**config.mk**
```make
export PLATFORM = sky130hd
export DESIGN_NAME = pwm_timer
export DESIGN_NICKNAME = d
export VERILOG_FILES = /design/src/rtl/pwm_pkg.sv /design/src/rtl/pwm_regs.sv /design/src/rtl/pwm_cnt.sv /design/src/rtl/pwm_chan.sv /design/src/rtl/pwm_timer.sv
export SDC_FILE = /design/constraint.sdc
export NUM_CORES = 1
export LEC_CHECK = 0
export BUFFER_PORTS_ARGS = -buffer_cell sky130_fd_sc_hd__buf_4
export CAP_MARGIN = 20
export CORE_MARGIN = 3
export CORE_UTILIZATION = 47
export CTS_BUF_LIST = sky130_fd_sc_hd__clkbuf_8
export CTS_CLUSTER_DIAMETER = 120
export DETAILED_ROUTE_END_ITERATION = 12
export MAX_ROUTING_LAYER = met4
export SLEW_MARGIN = 30
export SYNTH_ARGS = -nofsm -noshare
export SYNTH_HDL_FRONTEND = slang
export SYNTH_SLANG_ARGS = --single-unit
```
**constraint.sdc**
```tcl
create_clock -name clk_i -period 4.95 [get_ports clk_i]
set_input_delay 0.99 -clock clk_i [delete_from_list [all_inputs] [get_ports clk_i]]
set_output_delay 0.99 -clock clk_i [all_outputs]
set_load 0.01 [all_outputs]
```
**src/rtl/pwm_pkg.sv**
```systemverilog
package pwm_pkg;
  localparam int unsigned ADDR_W = 8;
  localparam int unsigned PS_W   = 3;

  localparam logic [ADDR_W-1:0] A_CTRL    = 8'h00;
  localparam logic [ADDR_W-1:0] A_CNT     = 8'h04;
  localparam logic [ADDR_W-1:0] A_MOD     = 8'h08;
  localparam logic [ADDR_W-1:0] A_CH_BASE = 8'h0C;
  localparam logic [ADDR_W-1:0] A_START   = 8'h4C;
  localparam logic [ADDR_W-1:0] A_MASK    = 8'h60;
  localparam logic [ADDR_W-1:0] A_POL     = 8'h70;

  typedef enum logic [1:0] {
    SRC_OFF = 2'd0,
    SRC_SYS = 2'd1,
    SRC_FIX = 2'd2,
    SRC_EXT = 2'd3
  } src_e;
endpackage

```
**src/rtl/pwm_regs.sv**
```systemverilog
module pwm_regs
  import pwm_pkg::*;
#(
  parameter int unsigned NCH   = 8,
  parameter int unsigned CNT_W = 16
) (
  input  logic                          clk_i,
  input  logic                          rst_ni,
  input  logic                          req_i,
  input  logic                          we_i,
  input  logic [ADDR_W-1:0]             addr_i,
  input  logic [31:0]                   wdata_i,
  input  logic [CNT_W-1:0]              cnt_i,
  output logic [31:0]                   rdata_o,
  output logic [PS_W-1:0]               ps_o,
  output src_e                          sel_o,
  output logic [CNT_W-1:0]              mod_o,
  output logic [CNT_W-1:0]              start_o,
  output logic [NCH-1:0]                en_o,
  output logic [NCH-1:0]                mask_o,
  output logic [NCH-1:0]                pol_o,
  output logic [NCH-1:0]                mode_o,
  output logic [NCH-1:0][CNT_W-1:0]     cmp_o
);
  localparam int unsigned IDX_W = $clog2(NCH);
  localparam logic [ADDR_W-1:0] CH_END = ADDR_W'(A_CH_BASE + 8 * NCH);

  logic              wr;
  logic              ch_hit;
  logic [ADDR_W-1:0] ch_off;
  logic [IDX_W-1:0]  ch_idx;
  logic              ch_is_cmp;
  logic [3:0]        cfg_q [NCH];
  logic              unused_bits;

  assign wr        = req_i & we_i;
  assign ch_off    = addr_i - A_CH_BASE;
  assign ch_hit    = (addr_i >= A_CH_BASE) && (addr_i < CH_END) && (addr_i[1:0] == 2'b00);
  assign ch_idx    = ch_off[3 +: IDX_W];
  assign ch_is_cmp = ch_off[2];
  assign unused_bits = ^{wdata_i, ch_off};

  always_ff @(posedge clk_i or negedge rst_ni) begin
    if (!rst_ni) begin
      ps_o    <= '0;
      sel_o   <= SRC_OFF;
      en_o    <= '0;
      mod_o   <= '0;
      start_o <= '0;
      mask_o  <= '1;
      pol_o   <= '0;
    end else if (wr) begin
      case (addr_i)
        A_CTRL: begin
          ps_o  <= wdata_i[PS_W-1:0];
          sel_o <= src_e'(wdata_i[4:3]);
          en_o  <= wdata_i[16 +: NCH];
        end
        A_MOD:   mod_o   <= wdata_i[CNT_W-1:0];
        A_START: start_o <= wdata_i[CNT_W-1:0];
        A_MASK:  mask_o  <= wdata_i[NCH-1:0];
        A_POL:   pol_o   <= wdata_i[NCH-1:0];
        default: ;
      endcase
    end
  end

  for (genvar i = 0; i < NCH; i++) begin : g_ch
    always_ff @(posedge clk_i or negedge rst_ni) begin
      if (!rst_ni) begin
        cfg_q[i] <= '0;
        cmp_o[i] <= '0;
      end else if (wr && ch_hit && (ch_idx == IDX_W'(i))) begin
        if (ch_is_cmp) cmp_o[i] <= wdata_i[CNT_W-1:0];
        else           cfg_q[i] <= wdata_i[5:2];
      end
    end
    // edge-aligned PWM needs cfg bit 5 and bit 3
    assign mode_o[i] = cfg_q[i][3] & cfg_q[i][1];
  end

  always_comb begin
    rdata_o = '0;
    if (req_i && !we_i) begin
      if (ch_hit) begin
        if (ch_is_cmp) rdata_o[CNT_W-1:0] = cmp_o[ch_idx];
        else           rdata_o[5:2]       = cfg_q[ch_idx];
      end else begin
        case (addr_i)
          A_CTRL: begin
            rdata_o[PS_W-1:0]   = ps_o;
            rdata_o[4:3]        = sel_o;
            rdata_o[16 +: NCH]  = en_o;
          end
          A_CNT:   rdata_o[CNT_W-1:0] = cnt_i;
          A_MOD:   rdata_o[CNT_W-1:0] = mod_o;
          A_START: rdata_o[CNT_W-1:0] = start_o;
          A_MASK:  rdata_o[NCH-1:0]   = mask_o;
          A_POL:   rdata_o[NCH-1:0]   = pol_o;
          default: ;
        endcase
      end
    end
  end
endmodule

```
**src/rtl/pwm_cnt.sv**
```systemverilog
module pwm_cnt
  import pwm_pkg::*;
#(
  parameter int unsigned CNT_W = 16
) (
  input  logic             clk_i,
  input  logic             rst_ni,
  input  src_e             sel_i,
  input  logic [PS_W-1:0]  ps_i,
  input  logic             fix_tick_i,
  input  logic             ext_tick_i,
  input  logic [CNT_W-1:0] mod_i,
  input  logic [CNT_W-1:0] start_i,
  output logic             tick_o,
  output logic [CNT_W-1:0] cnt_o
);
  localparam int unsigned DIV_W = (1 << PS_W) - 1;

  logic             src_en;
  logic [DIV_W-1:0] div_q;
  logic [DIV_W-1:0] low_mask;

  always_comb begin
    case (sel_i)
      SRC_SYS: src_en = 1'b1;
      SRC_FIX: src_en = fix_tick_i;
      SRC_EXT: src_en = ext_tick_i;
      default: src_en = 1'b0;
    endcase
  end

  always_comb begin
    for (int k = 0; k < DIV_W; k++) low_mask[k] = (k < int'(ps_i));
  end

  assign tick_o = src_en && ((div_q & low_mask) == low_mask);

  always_ff @(posedge clk_i or negedge rst_ni) begin
    if (!rst_ni)               div_q <= '0;
    else if (sel_i == SRC_OFF) div_q <= '0;
    else if (src_en)           div_q <= div_q + DIV_W'(1);
  end

  always_ff @(posedge clk_i or negedge rst_ni) begin
    if (!rst_ni)     cnt_o <= '0;
    else if (tick_o) cnt_o <= (cnt_o >= mod_i) ? start_i : cnt_o + CNT_W'(1);
  end
endmodule

```
**src/rtl/pwm_chan.sv**
```systemverilog
module pwm_chan #(
  parameter int unsigned CNT_W = 16
) (
  input  logic [CNT_W-1:0] cnt_i,
  input  logic [CNT_W-1:0] cmp_i,
  input  logic             mode_i,
  input  logic             en_i,
  input  logic             mask_i,
  input  logic             pol_i,
  output logic             out_o
);
  logic raw;
  assign raw   = mode_i & (cnt_i < cmp_i);
  assign out_o = (raw & en_i & ~mask_i) ^ pol_i;
endmodule

```
**src/rtl/pwm_timer.sv**
```systemverilog
module pwm_timer
  import pwm_pkg::*;
#(
  parameter int unsigned NCH   = 8,
  parameter int unsigned CNT_W = 16
) (
  input  logic              clk_i,
  input  logic              rst_ni,
  input  logic              fix_tick_i,
  input  logic              ext_tick_i,
  input  logic              req_i,
  input  logic              we_i,
  input  logic [ADDR_W-1:0] addr_i,
  input  logic [31:0]       wdata_i,
  output logic [31:0]       rdata_o,
  output logic [NCH-1:0]    pwm_o
);
  logic [PS_W-1:0]          ps;
  src_e                     clk_sel;
  logic [CNT_W-1:0]         mod_q;
  logic [CNT_W-1:0]         start_q;
  logic [CNT_W-1:0]         cnt_q;
  logic                     cnt_tick;
  logic [NCH-1:0]           ch_en;
  logic [NCH-1:0]           out_mask;
  logic [NCH-1:0]           out_pol;
  logic [NCH-1:0]           ch_mode;
  logic [NCH-1:0][CNT_W-1:0] cmp_q;

  pwm_regs #(.NCH(NCH), .CNT_W(CNT_W)) u_regs (
    .clk_i   (clk_i),
    .rst_ni  (rst_ni),
    .req_i   (req_i),
    .we_i    (we_i),
    .addr_i  (addr_i),
    .wdata_i (wdata_i),
    .cnt_i   (cnt_q),
    .rdata_o (rdata_o),
    .ps_o    (ps),
    .sel_o   (clk_sel),
    .mod_o   (mod_q),
    .start_o (start_q),
    .en_o    (ch_en),
    .mask_o  (out_mask),
    .pol_o   (out_pol),
    .mode_o  (ch_mode),
    .cmp_o   (cmp_q)
  );

  pwm_cnt #(.CNT_W(CNT_W)) u_cnt (
    .clk_i      (clk_i),
    .rst_ni     (rst_ni),
    .sel_i      (clk_sel),
    .ps_i       (ps),
    .fix_tick_i (fix_tick_i),
    .ext_tick_i (ext_tick_i),
    .mod_i      (mod_q),
    .start_i    (start_q),
    .tick_o     (cnt_tick),
    .cnt_o      (cnt_q)
  );

  for (genvar i = 0; i < NCH; i++) begin : g_out
    pwm_chan #(.CNT_W(CNT_W)) u_chan (
      .cnt_i  (cnt_q),
      .cmp_i  (cmp_q[i]),
      .mode_i (ch_mode[i]),
      .en_i   (ch_en[i]),
      .mask_i (out_mask[i]),
      .pol_i  (out_pol[i]),
      .out_o  (pwm_o[i])
    );
  end
endmodule

```
# After elaboration in Yosys (flattened, before gate mapping)
# Cells that the tools add are included.
[totals] register_bits=244 input_bits=46 out_inout_bits=40 wordCells=175
[classes] n_addsub=3 magnitude_cmp=20 eq_ne=16 muxes=19 bitwise=52 reduce_logical=40
[ops] op="< comparator 16 bit" count=8
[ops] op="binary-select mux 16 bit (select 3 bit)" count=1
[ops] op="2-to-1 mux 16 bit" count=3
[ops] op="AND reduction 2 bit" count=21
[ops] op="AND 1 bit" count=33
[ops] op="one-hot mux 5 bit (6 select lines)" count=1
[ops] op="== test 8 x 7 -> 1 bit, second input constant" count=3
[ops] op="2-to-1 mux 24 bit" count=1
[ops] op="one-hot mux 8 bit (3 select lines)" count=1
[ops] op="adder 16 x 1 -> 16 bit, second input constant" count=1
[ops] op="greater-or-equal comparator 16 bit" count=1
[ops] op="2-to-1 mux 8 bit" count=2
[ops] op="one-hot mux 3 bit (5 select lines)" count=1
[ops] op="2-to-1 mux 7 bit" count=2
[ops] op="logical AND 1 bit" count=13
[ops] op="binary-select mux 4 bit (select 3 bit)" count=1
[ops] op="== test 3 bit, second input constant" count=4
[ops] op="2-to-1 mux 4 bit" count=3
[ops] op="2-to-1 mux 10 bit" count=1
[ops] op="< comparator 3 bit, first input constant" count=3
[ops] op="inverter 1 bit" count=9
[ops] op="== test 8 x 3 -> 1 bit, second input constant" count=1
[ops] op="== test 8 x 4 -> 1 bit, second input constant" count=1
[ops] op="greater-or-equal comparator 8 x 4 -> 1 bit, second input constant" count=1
[ops] op="22 further kinds" count=34

# Depth between registers and ports, before layout
# Gate-level depths: netlist (run 1).
[depth] depth_word=8 ltp_mapped=10 depth_no_buf=8

# By module
# From an unflattened synthesis (run 1), not the netlist that was laid out.
[unflattened] cells_unflattened=1391 area_unflattened_um2=15781.4
[modules_own_cells] module="pwm_regs" n_inst=1 cells_per_inst=745 area_per_inst_um2=10674.0 seq_area_each_um2=5540.3
[modules_own_cells] module="pwm_chan" n_inst=8 cells_per_inst=54 area_per_inst_um2=412.9 seq_area_each_um2=0.0
[modules_own_cells] module="pwm_cnt" n_inst=1 cells_per_inst=214 area_per_inst_um2=1804.2 seq_area_each_um2=575.6

# Worst setup path before layout (run 1)
# OpenSTA, ideal clock, no wires.
[synth_path] kind="input to output" from="in addr_i[2]" to="out rdata_o[10]" arrival_time_ps=3065 slack_ps=895 path_stages=8 path_cell_list="ha_1 > buf_2 > xor2_1 > buf_4 > buf_2 > mux4_2 > mux2i_1 > o22ai_1"
[synth_between] elab_chain_cells=6 elab_cells_between_ends=14 classes_between="add/sub: 1; order compare: 2; eq/ne: 3; mux: 6; reduce/logical: 2"
[synth_lines] item="start, declared" line="pwm_timer.sv:13" source="input logic [ADDR_W-1:0] addr_i,"
[synth_lines] item="subtractor 6 x 4 -> 6 bit" line="pwm_regs.sv:37" source="assign ch_off = addr_i - A_CH_BASE;"
[synth_lines] item="binary-select mux 16 bit (select 3 bit)" line="pwm_regs.sv:86" source="if (ch_is_cmp) rdata_o[CNT_W-1:0] = cmp_o[ch_idx];"
[synth_lines] item="2-to-1 mux 16 bit (implied by the code)" line="pwm_regs.sv:86"
[synth_lines] item="2-to-1 mux 10 bit" line="pwm_regs.sv:86"
[synth_lines] item="2-to-1 mux 16 bit (*)" line="pwm_regs.sv:85" source="if (ch_hit) begin"
[synth_lines] item="2-to-1 mux 24 bit (*)" line="pwm_regs.sv:84" source="if (req_i && !we_i) begin"
[synth_lines] item="end, declared" line="pwm_timer.sv:15" source="output logic [31:0] rdata_o,"
# Mark *: on every way between the ends. The rest lies on a longest branch, timed or not. The select of a mux whose other input is x is not followed.

# Final worst setup path (run 1)
[layout_path] from="in addr_i[2]" to="out rdata_o[14]"
# Same word-level chain as after synthesis.

==> results of run 1 <==
==> cells by family (layout without fill, tap and decap cells) <==
group                    Yosys count  count (layout)  synth area share (%)
AO/OA/AOI/OAI                    228             228                  9.75
XOR/XNOR                          18              18                  1.02
adder cells (fa/ha/maj)          142             142                  11.5
buffers and inverters            232             325                  6.46
flip-flops                       244             244                  39.7
multiplexers                     281             281                  23.4
other                              1              10                0.0243
AND/OR/NAND/NOR                  227             227                  8.16
==> worst max-delay path by stage <==
stage / slack (ps) / start / cells after the start / end
finish: 250 / addr_i[2] / 8 / rdata_o[14]
global route: 160 / addr_i[2] / 8 / rdata_o[14]
CTS: 260 / addr_i[2] / 8 / rdata_o[12]
detailed placement: 270 / addr_i[2] / 8 / rdata_o[12]
global placement: 300 / addr_i[2] / 8 / rdata_o[12]
floorplan: 900 / addr_i[2] / 8 / rdata_o[10]
==> state kept, by name, indices dropped and copies added, names as in the netlist <==
register / cells
u_regs.ps_o: 3
u_regs.start_o: 16
u_regs.cmp_o: 128
u_cnt.cnt_o: 16
u_regs.pol_o: 8
u_regs.cfg_q: 32
u_regs.mod_o: 16
u_cnt.div_q: 7
u_regs.sel_o: 2
u_regs.en_o: 8
u_regs.mask_o: 8
==> worst max-delay path: stages <==
cell and delay (ps):
buf_4 170, inv_1 80, ha_2 840, buf_4 420, mux4_2 360, mux2i_1 430
o22ai_1 210, buf_4 190
==> cell usage in the layout (no fill, tap or decap), drive strengths merged, types with 11 or more instances in the layout <==
| cell type | synthesis | final |
|---|---|---|
| a211oi | 21 | 21 |
| xor2 | 12 | 12 |
| and4 | 13 | 13 |
| a2bb2oi | 14 | 14 |
| o21ai | 54 | 54 |
| nor3 | 16 | 16 |
| inv | 147 | 167 |
| and2 | 14 | 14 |
| nor2 | 33 | 33 |
| nand2 | 64 | 64 |
| clkbuf | 44 | 55 |
| a222oi | 11 | 11 |
| mux2 | 205 | 205 |
| buf | 41 | 101 |
| dfrtp | 236 | 236 |
| nand4 | 17 | 17 |
| mux2i | 36 | 36 |
| nand3 | 23 | 23 |
| mux4 | 40 | 40 |
| nand2b | 13 | 13 |
| o22ai | 14 | 14 |
| a21o | 29 | 29 |
| a21oi | 49 | 49 |
| ha | 142 | 142 |
==> final cells by class <==
class	count	share of cell area, %
Antenna cell	2	0.0290
Clock buffer	55	4.39
Clock inverter	22	0.522
Inverter	147	3.20
Multi-Input combinational cell	904	48.7
Sequential cell	244	35.4
Tap cell	435	3.15
Timing Repair Buffer	101	4.58
==> power by group <==
group	leakage, nW	internal, mW	switching [mW]	total, mW
combinational	4.53	0.220	0.305	0.525
sequential	3.28	2.07	0.0551	2.12
clock	0.509	0.995	0.867	1.86
==> per-layer routing <==
layer,part of all wire (%),vias up,track usage (%)
met5,0,-,-
met4,2.2,0,5.99
met3,5.2,72,4.48
met1,45,5706,34.4
li1,-,5110,-
met2,48,283,41.3
==> metrics by stage <==
stage / setup slack (ps) / utilization, % / instance area (sq um) / hold slack (ps) / total power, mW
2_1_floorplan: 895 / - / 15400 / 474 / 2.45
3_3_place_gp: 302 / 51.3 / 16400 / 483 / 2.67
3_5_place_dp: 272 / 51.3 / 16400 / 490 / 2.68
4_1_cts: 257 / 54.0 / 17200 / 487 / 4.56
5_1_grt: 163 / 54.0 / 17300 / 490 / 4.70
6_report: 249 / 54.0 / 17300 / 445 / 4.51
==> impl_metrics.yaml, run 1 <==
cts:
  clockBufferDepth: 3
  clk_latency_ps: 580
  cts_setup_buffers: 0
  clock_sinks: 244
  clockRootBuffer: "clkbuf_8"
  clk_pin_slew_ps: 50
  cts_buffers: 46
  htreeDepth: 2
  cts_hold_buf: 0
  cts_tree: "built"
  post_cts_resized: 0
timing:
  rsz0062_at_grt: "false"
  slew_headroom_pct: 37.2
  fin_crit_sh_pct: 95.0
  final.setup.tns_ps: 0
  final.setup_skew_ps: 29.4
  worstMarginPinSlew_ps: 936
  final_hold_viol_count: 0
  slew_violations: 0
  max_freq_mhz: 213
  finalCriticalPeriod_ps: 4700
  finalSetupViolations: 0
placed_design:
  finalWeightedCongestion: 0.903
  place_inst: 1831
  dp_hpwl_microns: 32200
  portBuffers: 69
die:
  io_pins: 86
  rows: 65
  start_util_pct: 48.2
  die_w_microns: 187
  dieArea_sq_um: 35000
  die_height_microns: 187
  core_region_area_sq_um: 32000
global_route:
  grt-ovfl-total: 0
  antenna_found_initial: 1
  grt_start_max_net_pins: 108
  first_global_vias: 11500
  grt_usage_pct: 25.8
  grt_pass1_wl_microns: 68000
synthesis:
  synth.avg_cell_area_sq_um: 11.2
  synth_cell_types: 61
  ys.flop_type: "dfrtp_1"
  ys_warn_count: 0
  synth_top_area_share_pct: 38.3
  ys_seq_area_share_pct: 39.7
  syn-cell-area_sq_um: 15400
  synth-edff-count: 0
  async_reset_ff_share_pct: 100
  synth.most_common_cell: "dfrtp_1"
  ys_ff_latch: 244
  synthTopCellsByArea: "dfrtp_1 38%, mux2_2 14%, ha_1 12%"
  synthesis.instances: 1373
  yosysTopAreaCell: "dfrtp_1"
  synth_top_cells_by_count: "236 x dfrtp_1, 194 x mux2_2, 147 x inv_1"
finish:
  post_route_cells_drive_above_1_share_pct: 29.5
  multi_input_area_sq_um: 8400
  nNetsFinal: 1632
  seqCellArea_sq_um: 6120
  finalNonFillerCells: 1910
  synthToLayoutAreaGrowth_pct: 11.9
  n_fill_cell: 2826
detailed_routing:
  drcViolationCount: 0
  drtIter0Drc: 826
  wl_microns: 43600
  antenna_left: 0
  post_drt_wl_per_cell_microns: 22.8
  dr.pass1.iters: 6
  vias_per_cell: 5.85
  num_vias: 11200
setup_path:
  path_class: "in2out"
  reg2reg_from: "u_cnt.cnt_o[2]$_DFFE_PN0P_"
  r2r-end: "u_cnt.cnt_o[7]$_DFFE_PN0P_"
  endpoint_kind: "output port"
  r2r_slack_ps: 1760
  critPathLaunchType: "input port"
  reg2reg_depth: 9
  critPathRequiredTime_ps: 3960
  cp.arrival_ps: 3710
  path_max_fanout: 23
power:
  ir_drop_mv: 0.212
  p_leak_nw: 8.32
  powerDensity_nw_per_um2: 261
run:
  maxCapViolations: 0
hold_path:
  hold_class: "in2async"
outcome:
  outcome: "finished, final reports clean"
Power figures use the tool's default switching activity.
==> inputs of run 2 (changes only) <==
--- a/config.mk
+++ b/config.mk
@@ -5,14 +5,16 @@
 export SDC_FILE = /design/constraint.sdc
 export NUM_CORES = 1
 export LEC_CHECK = 0
+export ABC_AREA = 1
 export BUFFER_PORTS_ARGS = -buffer_cell sky130_fd_sc_hd__buf_4
 export CAP_MARGIN = 20
 export CORE_MARGIN = 3
-export CORE_UTILIZATION = 47
+export CORE_UTILIZATION = 65
 export CTS_BUF_LIST = sky130_fd_sc_hd__clkbuf_8
 export CTS_CLUSTER_DIAMETER = 120
 export DETAILED_ROUTE_END_ITERATION = 12
 export MAX_ROUTING_LAYER = met4
+export PLACE_DENSITY = 0.84
 export SLEW_MARGIN = 30
 export SYNTH_ARGS = -nofsm -noshare
 export SYNTH_HDL_FRONTEND = slang
==> impl_metrics.yaml, run 2 <==
outcome:
  outcome: "finished, final reports clean"
synthesis:
  synth.avg_cell_area_sq_um: 7.25
  synth_top_cells_by_count: "679 x nand2_1, 276 x inv_1, 272 x o21ai_0"
  ys_warn_count: 0
  ys.flop_type: "dfrtp_1"
  synth_cell_types: 43
  synthMuxAreaShare_pct: 0.426
  synth_top_family_by_area: "simple AND/OR/NAND/NOR gates"
  synth.most_common_cell: "nand2_1"
  synth_compound_area_share_pct: 13.4
  yosysTopAreaCell: "dfrtp_1"
  async_reset_ff_share_pct: 100
  ys_seq_area_share_pct: 38.5
  synthXorXnorAreaFrac_pct: 0.497
  syn-cell-area_sq_um: 15900
  synthAdderAreaFrac_pct: 11.2
  synthSimpleGateAreaFrac_pct: 26.1
  synth-edff-count: 0
  synthTopCellsByArea: "dfrtp_1 37%, nand2_1 16%, ha_1 11%"
  ys_ff_latch: 244
  synthesis.instances: 2188
  synth_top_area_share_pct: 37.2
setup_path:
  reg2reg_from: "u_cnt.cnt_o[11]$_DFFE_PN0P_"
  critPathMaxStageDelay_ps: 380
  reg2reg_depth: 8
  r2r-end: "u_cnt.cnt_o[14]$_DFFE_PN0P_"
  cp_cell_sequence: "buf_4, ha_1, inv_1, nand2_1, nand2_1, buf_4, nand2_2, inv_2, a21oi_1, nand3_1, nand2_1, nand2_1, nand2_1, nand2_1, inv_1, buf_4"
  path_max_fanout: 21
  r2r_slack_ps: 1500
  path_delay_family: "buffers and inverters"
  critPathRequiredTime_ps: 3960
  critPathLaunchType: "input port"
  path_common_cell: "nand2_1"
  worst-path-buf-inv: 6
  cp.arrival_ps: 3480
  endpoint_kind: "output port"
  cp_slowest_cell: "buf_4"
  path_class: "in2out"
hold_path:
  hold_path_startpoint: "u_cnt.div_q[5]$_DFFE_PN0P_"
  hold_path_end: "u_cnt.div_q[5]$_DFFE_PN0P_"
  holdPathStages: 1
  hold_class: "reg2reg"
global_route:
  grt_pass1_wl_microns: 75000
  antenna_found_initial: 0
  grt_usage_pct: 37.1
  first_global_vias: 14700
  grt-ovfl-total: 0
  grt_start_max_net_pins: 113
timing:
  rsz0062_at_grt: "false"
  slew_headroom_pct: 38.3
  finalSetupViolations: 0
  setup_ws_ps: 478
  final.setup_skew_ps: 13.5
  fin_crit_sh_pct: 90.3
  slew_violations: 0
  whs_ps: 467
  finalCriticalPeriod_ps: 4470
  final_hold_viol_count: 0
  max_freq_mhz: 224
  worstMarginPinSlew_ps: 925
  final.setup.tns_ps: 0
finish:
  final_cell_mix: "677 x nand2_1, 297 x inv_1, 272 x o21ai_0"
  post_route_cells_drive_above_1_share_pct: 8.65
  design_area_sq_um: 17400
  regMostFlops: "u_regs.cmp_o"
  largest_reg_flops: 128
  synthToLayoutAreaGrowth_pct: 9.75
  nNetsFinal: 2422
  antenna_cells: 0
  layout_commonest_cell: "nand2_1"
  n_fill_cell: 1842
  top_regs: "u_regs.cmp_o: 128 flops, u_regs.cfg_q: 32 flops"
power:
  powerDensity_nw_per_um2: 343
  finalPower_mw: 5.98
  p_leak_nw: 8.78
  ir_drop_mv: 0.268
cts:
  htreeDepth: 2
  clockRootBuffer: "clkbuf_8"
  cts_hold_buf: 0
  clk_latency_ps: 560
  clk_pin_slew_ps: 50
  clock_sinks: 244
  post_cts_resized: 0
  cts_setup_buffers: 0
  clockBufferDepth: 3
  cts_tree: "built"
  cts_buffers: 43
detailed_routing:
  num_vias: 15400
  vias_per_cell: 5.95
  drtIter0Drc: 1950
  post_drt_wl_per_cell_microns: 18.5
  wl_microns: 47800
  antenna_left: 0
  dr.pass1.iters: 8
  drcViolationCount: 0
placed_design:
  dp_hpwl_microns: 33900
  place_area_sq_um: 16500
  place_ws_ps: 572
  portBuffers: 69
  finalWeightedCongestion: 0.999
die:
  die_height_microns: 162
  core_region_area_sq_um: 23800
  rows: 56
  dieArea_sq_um: 26300
  start_util_pct: 66.8
  die_w_microns: 162
  io_pins: 86
run:
  maxCapViolations: 0
run 2: cell types whose count changed in the layout (fill, tap and decap cells not counted), moves of 20 or more:
cell,before,now
inv_1,166,297
mux2i_1,36,0
nand3_1,22,86
a21o_1,29,1
o21ai_0,54,272
mux4_2,40,0
a211oi_1,20,0
mux2_2,194,6
a21oi_1,49,78
nand4_1,17,40
nor2_1,29,131
nand2_1,63,677
run 2: metrics by stage:
stage | utilization, % | instances
6_report | 73.3 | 2586
3_3_place_gp | 69.6 | 2508
2_1_floorplan | - | 2195
3_5_place_dp | 69.6 | 2508
4_1_cts | 73.2 | 2586
5_1_grt | 73.3 | 2586
run 2: worst register-to-register path, cell delays in order, from the launching register on:
cell and delay (ps):
dfrtp_1 730, ha_1 380, a21oi_1 150, o21ai_0 170
a21oi_2 740, nand3_1 790, nand2_1 270, nand3_1 90
nand2_1 60
run 2: logic make-up (layout without fill, tap and decap cells):
group | Yosys count | after routing
flip-flops | 244 | 244
XOR/XNOR | 9 | 9
multiplexers | 6 | 6
AO/OA/AOI/OAI | 406 | 406
AND/OR/NAND/NOR | 995 | 995
buffers and inverters | 385 | 457
adder cells (fa/ha/maj) | 142 | 142
other | 1 | 8
run 2: final cells by class:
cell class	count	area (sq um)	area share, %
Clock buffer	54	743	4.27
Clock inverter	24	125	0.719
Inverter	285	1070	6.14
Multi-Input combinational cell	1566	8250	47.4
Sequential cell	244	6120	35.1
Tap cell	319	399	2.29
Timing Repair Buffer	94	713	4.10
run 2: metal layers:
| layer | GRT usage, % | vias up | part of all wire, % |
|---|---|---|---|
| li1 | - | 7159 | - |
| met1 | 46.4 | 7096 | 38 |
| met2 | 57.6 | 900 | 47 |
| met3 | 6.25 | 225 | 9.9 |
| met4 | 20.2 | 0 | 5.7 |
| met5 | - | - | 0 |
run 2: worst max-delay path by stage:
stage / slack [ps] / to / cells after the start / start
finish: 480 / rdata_o[14] / 16 / addr_i[2]
global route: 380 / rdata_o[14] / 16 / addr_i[2]
CTS: 560 / rdata_o[14] / 16 / addr_i[2]
detailed placement: 570 / rdata_o[14] / 16 / addr_i[2]
global placement: 650 / rdata_o[14] / 16 / addr_i[2]
floorplan: 560 / rdata_o[2] / 14 / addr_i[2]
run 2: where the power goes:
part | switching [mW] | leakage, nW | internal (mW) | total, mW
logic | 1.21 | 4.96 | 0.624 | 1.84
registers | 0.173 | 3.30 | 2.09 | 2.26
clock network | 0.852 | 0.519 | 1.03 | 1.88
